===== config.mk =====
export PLATFORM = sky130hd
export DESIGN_NAME = irq8_line_arbiter
export DESIGN_NICKNAME = d
export VERILOG_FILES = /design/src/rtl/irq8_arb_pkg.sv /design/src/rtl/irq8_route_regs.sv /design/src/rtl/irq8_timer_merge.sv /design/src/rtl/irq8_owner_fsm.sv /design/src/rtl/irq8_line_arbiter.sv
export SDC_FILE = /design/constraint.sdc
export NUM_CORES = 1
export LEC_CHECK = 0
export BUFFER_PORTS_ARGS = -buffer_cell sky130_fd_sc_hd__buf_2
export CAP_MARGIN = 20
export CORE_UTILIZATION = 50
export DETAILED_ROUTE_END_ITERATION = 10
export PLACE_DENSITY = 0.75
export SYNTH_ARGS = -nofsm -noshare
export SYNTH_HDL_FRONTEND = slang
export SYNTH_HIERARCHICAL = 1
export SYNTH_SLANG_ARGS = --single-unit

===== constraint.sdc =====
create_clock -name clk -period 1.66 [get_ports clk]
set_input_delay 0.166 -clock clk [delete_from_list [all_inputs] [get_ports clk]]
set_output_delay 0.166 -clock clk [all_outputs]
set_load 0.01 [all_outputs]

===== src/rtl/irq8_arb_pkg.sv =====
package irq8_arb_pkg;
    typedef enum logic {
        OWNER_RTC   = 1'b0,
        OWNER_TIMER = 1'b1
    } owner_e;
endpackage


===== src/rtl/irq8_route_regs.sv =====
module irq8_route_regs #(
    parameter int NUM_TIMERS = 3,
    parameter int ROUTE_W    = 5,
    parameter int TARGET     = 8,
    parameter int IDX_W      = (NUM_TIMERS > 1) ? $clog2(NUM_TIMERS) : 1
) (
    input  logic                  clk,
    input  logic                  rst_n,
    input  logic                  wr_en,
    input  logic [IDX_W-1:0]      wr_idx,
    input  logic [ROUTE_W-1:0]    wr_val,
    output logic [NUM_TIMERS-1:0] hit
);
    localparam logic [ROUTE_W-1:0] TARGET_CODE = ROUTE_W'(TARGET);

    for (genvar i = 0; i < NUM_TIMERS; i++) begin : g_field
        logic [ROUTE_W-1:0] route_q;
        logic               sel;

        assign sel = wr_en && (int'(wr_idx) == i);

        always_ff @(posedge clk or negedge rst_n) begin
            if (!rst_n) begin
                route_q <= '0;
            end else if (sel) begin
                route_q <= wr_val;
            end
        end

        assign hit[i] = (route_q == TARGET_CODE);

        // a write to this field decides its hit from the next edge
        p_write_stores_r7: assert property (@(posedge clk) disable iff (!rst_n)
            (wr_en && int'(wr_idx) == i) |=> (hit[i] == ($past(wr_val) == TARGET_CODE)));
    end
endmodule


===== src/rtl/irq8_timer_merge.sv =====
module irq8_timer_merge #(
    parameter int NUM_TIMERS = 3
) (
    input  logic [NUM_TIMERS-1:0] req,
    input  logic [NUM_TIMERS-1:0] hit,
    output logic                  any_hit,
    output logic                  timer_line
);
    assign any_hit    = |hit;
    assign timer_line = |(req & hit);
endmodule


===== src/rtl/irq8_owner_fsm.sv =====
module irq8_owner_fsm
    import irq8_arb_pkg::*;
(
    input  logic   clk,
    input  logic   rst_n,
    input  logic   any_hit,
    input  logic   timer_line,
    input  logic   rtc_req,
    output logic   line_q,
    output logic   blocked_q,
    output owner_e owner
);
    owner_e state_q, state_d;

    always_comb begin
        state_d = state_q;
        unique case (state_q)
            OWNER_RTC:   if (any_hit)  state_d = OWNER_TIMER;  // claim
            OWNER_TIMER: if (!any_hit) state_d = OWNER_RTC;    // release
            default:     state_d = OWNER_RTC;
        endcase
    end

    always_ff @(posedge clk or negedge rst_n) begin
        if (!rst_n) state_q <= OWNER_RTC;
        else        state_q <= state_d;
    end

    always_ff @(posedge clk or negedge rst_n) begin
        if (!rst_n) begin
            line_q    <= 1'b0;
            blocked_q <= 1'b0;
        end else begin
            unique case (state_d)
                OWNER_RTC: begin
                    line_q    <= rtc_req;
                    blocked_q <= 1'b0;
                end
                OWNER_TIMER: begin
                    line_q    <= timer_line;
                    blocked_q <= rtc_req;
                end
                default: begin
                    line_q    <= 1'b0;
                    blocked_q <= 1'b0;
                end
            endcase
        end
    end

    assign owner = state_q;

    // a routed timer puts the machine into timer ownership
    p_claim_r4: assert property (@(posedge clk) disable iff (!rst_n)
        any_hit |=> (owner == OWNER_TIMER));
    // blocked only while a timer owns the line
    p_block_needs_owner_r5: assert property (@(posedge clk) disable iff (!rst_n)
        blocked_q |-> (owner == OWNER_TIMER));
endmodule


===== src/rtl/irq8_line_arbiter.sv =====
module irq8_line_arbiter
    import irq8_arb_pkg::*;
#(
    parameter int NUM_TIMERS = 3,
    parameter int ROUTE_W    = 5,
    parameter int TARGET     = 8,
    parameter int IDX_W      = (NUM_TIMERS > 1) ? $clog2(NUM_TIMERS) : 1
) (
    input  logic                  clk,
    input  logic                  rst_n,
    input  logic                  rtc_req,
    input  logic                  serial_irq8,
    input  logic [NUM_TIMERS-1:0] tmr_req,
    input  logic                  cfg_we,
    input  logic [IDX_W-1:0]      cfg_idx,
    input  logic [ROUTE_W-1:0]    cfg_route,
    output logic                  irq8_legacy_o,
    output logic                  irq8_adv_o,
    output logic                  rtc_blocked_o
);
    logic [NUM_TIMERS-1:0] hit;
    logic                  any_hit;
    logic                  timer_line;
    logic                  line_q;
    owner_e                owner;
    logic [1:0]            warm_q;

    irq8_route_regs #(
        .NUM_TIMERS (NUM_TIMERS),
        .ROUTE_W    (ROUTE_W),
        .TARGET     (TARGET),
        .IDX_W      (IDX_W)
    ) u_routes (
        .clk    (clk),
        .rst_n  (rst_n),
        .wr_en  (cfg_we),
        .wr_idx (cfg_idx),
        .wr_val (cfg_route),
        .hit    (hit)
    );

    irq8_timer_merge #(
        .NUM_TIMERS (NUM_TIMERS)
    ) u_merge (
        .req        (tmr_req),
        .hit        (hit),
        .any_hit    (any_hit),
        .timer_line (timer_line)
    );

    irq8_owner_fsm u_fsm (
        .clk        (clk),
        .rst_n      (rst_n),
        .any_hit    (any_hit),
        .timer_line (timer_line),
        .rtc_req    (rtc_req),
        .line_q     (line_q),
        .blocked_q  (rtc_blocked_o),
        .owner      (owner)
    );

    // one register fans out to both controllers
    assign irq8_legacy_o = line_q;
    assign irq8_adv_o    = line_q;

    // edges seen since reset, saturating; used to gate history-based checks
    always_ff @(posedge clk or negedge rst_n) begin
        if (!rst_n)              warm_q <= '0;
        else if (warm_q != 2'd3) warm_q <= warm_q + 2'd1;
    end

    // RTC drives the line while nothing is routed
    p_rtc_follow_r2: assert property (@(posedge clk) disable iff (!rst_n)
        !any_hit |=> (irq8_legacy_o == $past(rtc_req)));
    // the serial slot alone never raises the line
    p_serial_dropped_r3: assert property (@(posedge clk) disable iff (!rst_n)
        (serial_irq8 && !rtc_req && !any_hit) |=> !irq8_adv_o);
    // masked RTC request is reported
    p_blocked_set_r5: assert property (@(posedge clk) disable iff (!rst_n)
        (any_hit && rtc_req) |=> rtc_blocked_o);
    p_blocked_clr_r5: assert property (@(posedge clk) disable iff (!rst_n)
        !any_hit |=> !rtc_blocked_o);
    // unchanged requests and routing give an unchanged line
    p_no_glitch_r9: assert property (@(posedge clk) disable iff (!rst_n)
        (warm_q == 2'd3 && $stable(rtc_req) && $stable(tmr_req) && $stable(hit))
        |=> $stable(irq8_legacy_o));
endmodule


# Word-level counts from Yosys, hierarchy flattened
# Index checks and enable logic that the tools add are counted.
# classes
n_eq_ne	5
reduce_logical	6
bitwise	2
mux	3
# op_table
op	n
$eq A5 B4 Y1 const B	3
$reduce_or A3 Y1	2
$eq A2 B2 Y1 const B	2
$pmux W1 S2	2
$and A3 B3 Y3	1
$logic_and A1 B1 Y1	3
$logic_not A2 Y1	1
$mux W1	1
$not A1 Y1	1
# totals
in_bits	15
regBits	17
elab_cells	21

# Longest topological paths before layout
# logic_depth
ltp_word	5
depth_mapped	5
depth_no_buf	5

# Cells and area by module
# The synthesis kept the hierarchy.
# by_module_without_submodules
module	area_each_um2	cells_per_inst	n_inst
irq8_route_regs	615.6	39	1
irq8_owner_fsm	97.6	5	1
irq8_timer_merge	20.0	3	1
irq8_line_arbiter	7.5	1	1

# Worst setup path before layout
# Ideal clock, no wire load.
# synth_path
path_type	register to register
from	reg u_routes.g_field[0].route_q[3]
to	reg u_fsm.line_q
path_stages_with_launch	5
t_arrival_ps	1159
setup_ps	125
setup_slack_ps	376
required_time_ps	1535
cell_sequence	dfrtp_1 > nand2b_1 > nor4_1 > or3_1 > mux2_4
# synth_via
elab_chain_cells	5
elab_cells_between_ends	7
classes_between	eq/ne: 1; mux: 2; bitwise: 2; reduce/logical: 2
# synth_rtl
item	line_no	text
from (decl)	irq8_route_regs.sv:17	logic [ROUTE_W-1:0] route_q;
from (signal assigned)	irq8_route_regs.sv:26	route_q <= wr_val;
$eq A5 B4 Y1 (*)	irq8_route_regs.sv:30	assign hit[i] = (route_q == TARGET_CODE);
named net hit[0]	irq8_line_arbiter.sv:21	logic [NUM_TIMERS-1:0] hit;
$reduce_or A3 Y1 (*)	irq8_timer_merge.sv:9	assign any_hit = |hit;
named net any_hit	irq8_line_arbiter.sv:22	logic any_hit;
$mux W1 (*)	irq8_owner_fsm.sv:18, irq8_owner_fsm.sv:19	
$not A1 Y1	irq8_owner_fsm.sv:34	unique case (state_d)
$pmux W1 S2 (*)	irq8_owner_fsm.sv:34	
to (signal assigned)	irq8_owner_fsm.sv:36	line_q <= rtc_req;
to (signal assigned)	irq8_owner_fsm.sv:40	line_q <= timer_line;
to (decl)	irq8_owner_fsm.sv:9	output logic line_q,
# Mark *: on every way through the listed nets, which the timed path passes. The rest lies on a longest branch.
# A chain may end at the register's enable or synchronous reset.

# Worst setup path in the final report
# layout_path
from	reg u_routes.g_field[0].route_q[4]
to	reg u_fsm.line_q
# Same word-level chain as after synthesis.

==> metrics <==
share of cells above drive strength 1 55.2%; Die W 39.8 µm; pwr/cell area 1060 nW/µm²; initial antenna violation count 0; final core utilization 64.0%; Final nets 83; Cell Area, Synth 716 µm²; critical path's largest stage delay 380 ps; crit share post-route 86.5%; FF-to-FF End u_fsm/line_q; Startpoint Class flop; largest net degree at the start of global routing 18; Via density 5.33; Clock Latency Late Sink 280 ps; worst hold start rtc_req; CP delay by family, top simple AND/OR/NAND/NOR gates; Critical path buffers and inverters 0; initial DRC count 4; TritonRoute pass-1 iters 3; Worst EP required 1830 ps; DRT antenna net count 0; unrepaired setup endpoints after global routing no; row count 13; CTS max path bufs 2; worst setup path class reg2reg; Fin. Hold Viols 0; core area 1320 µm²; crit path cell chain nand2b_1 > nor4_1 > or3_1 > mux2_4; Port-buffer cells 16; Slew @ Worst Pin 397 ps; # diodes 0; GP Congestion 0.669; total routed wirelength 1090 µm; maximum VDD drop 636 µV; htree depth 1; fillers 97; Initial Utilization 54.3%; R2R Setup Slk 220 ps; DRC viols 0; Synth-to-Final Area Change 17.8%; Lkg Pwr 0.394 nW; syn avg cell area 15.2 µm²; Pwr Total 0.893 mW; Clock Pin Slew Worst Setup and Hold Paths 90 ps; crit path max fanout 2; CTS tree yes; setup TNS 0 ps; DIE AREA 1590 µm²; CTS buffer count 3; critical path arrival 1610 ps; Clock Skew 3.69 ps; global route total overflow 0; crit end category flop; Max-slew headroom 73.3%; Ports 18; reg2reg path depth 4; Max Cap Violations 0; HP Class in2reg; fin. max-slew vios 0; status finished, final reports clean; post-route minimum period 1440 ps; Mapped Cells 47; vias post-DR 437; Ys Warns 6; clk sinks 17; Root Driver clkbuf_4; Setup Viol. Count Final 0; Die Height 39.8 µm; vias in the first global route 432; hold-critical path depth 2; Worst path slowest cell dfrtp_1; first-pass GRT wire length 1800 µm; critical path depth 4; gr usage total 18.0%; Synth Net Count 62; hold endpoint u_fsm/blocked_q; Post-CTS Resized 0; Achievable Freq 0.696 GHz; DR WL/cell 13.3 µm; reg-to-reg startpoint u_routes/g_field[0].route_q[4]
[what timing repair did]
action,in CTS,in global routing
setup buffers,0,0
hold buffers,1,0
hold endpoints to repair,17,0
[state kept, by name, summed over array words and instances (netlist names)]
| name | count |
|---|---|
| u_fsm/blocked_q | 1 |
| u_fsm/line_q | 1 |
| u_routes/g_field.route_q | 15 |
[cell usage in the layout, fill, tap and decap left out]
cell	count
a222oi_1	1
and2_2	1
buf_2	16
clkbuf_1	1
clkbuf_4	3
dfrtp_1	17
dlygate4sd3_1	1
inv_1	1
mux2_2	15
mux2_4	1
nand2b_1	3
nand3b_1	2
nor3b_4	1
nor4_1	3
or3_1	1
[metal layers]
layer | wire length [µm] | GRT usage, %
met1 | 514 | 21.3
met4 | 8 | 12.9
met2 | 506 | 28.7
met5 | 0 | 0
met3 | 60 | 3.41
[cell type report]
cell class	instances	area (µm²)	area share, %
clock buffer	4	26.3	3.12
inverter	1	3.75	0.445
multi-input combinational	28	279	33.1
sequential	17	425	50.4
tap	15	18.8	2.23
timing repair buffer	17	90.1	10.7
[power by group]
| part | leakage [nW] | switching (mW) | internal, mW | total (mW) |
|---|---|---|---|---|
| sequential | 0.203 | 0.0354 | 0.489 | 0.524 |
| clock | 0.0150 | 0.119 | 0.0931 | 0.212 |
| combinational | 0.176 | 0.0596 | 0.0972 | 0.157 |
| total | 0.394 | 0.214 | 0.679 | 0.893 |
[worst max-delay path by stage]
stage                   end                            from  slack (ps)
2_1_floorplan  u_fsm/line_q  u_routes/g_field[0].route_q[3]         400
3_3_place_gp   u_fsm/line_q  u_routes/g_field[0].route_q[4]         260
3_5_place_dp   u_fsm/line_q  u_routes/g_field[0].route_q[4]         200
4_1_cts        u_fsm/line_q  u_routes/g_field[0].route_q[4]         190
5_1_grt        u_fsm/line_q  u_routes/g_field[0].route_q[4]         100
6_report       u_fsm/line_q  u_routes/g_field[0].route_q[4]         220
[per-stage QoR]
| step | area (µm²) | hold WS, ps | setup WS (ps) | cells |
|---|---|---|---|---|
| finish | 843 | 116 | 224 | 82 |
| global route | 843 | 112 | 105 | 82 |
| CTS | 843 | 110 | 194 | 82 |
| detailed placement | 807 | 99.1 | 204 | 77 |
| global placement | 807 | 102 | 255 | 77 |
| floorplan | 716 | -130 | 395 | 47 |
Note: power is estimated with default switching activity, not from simulation.
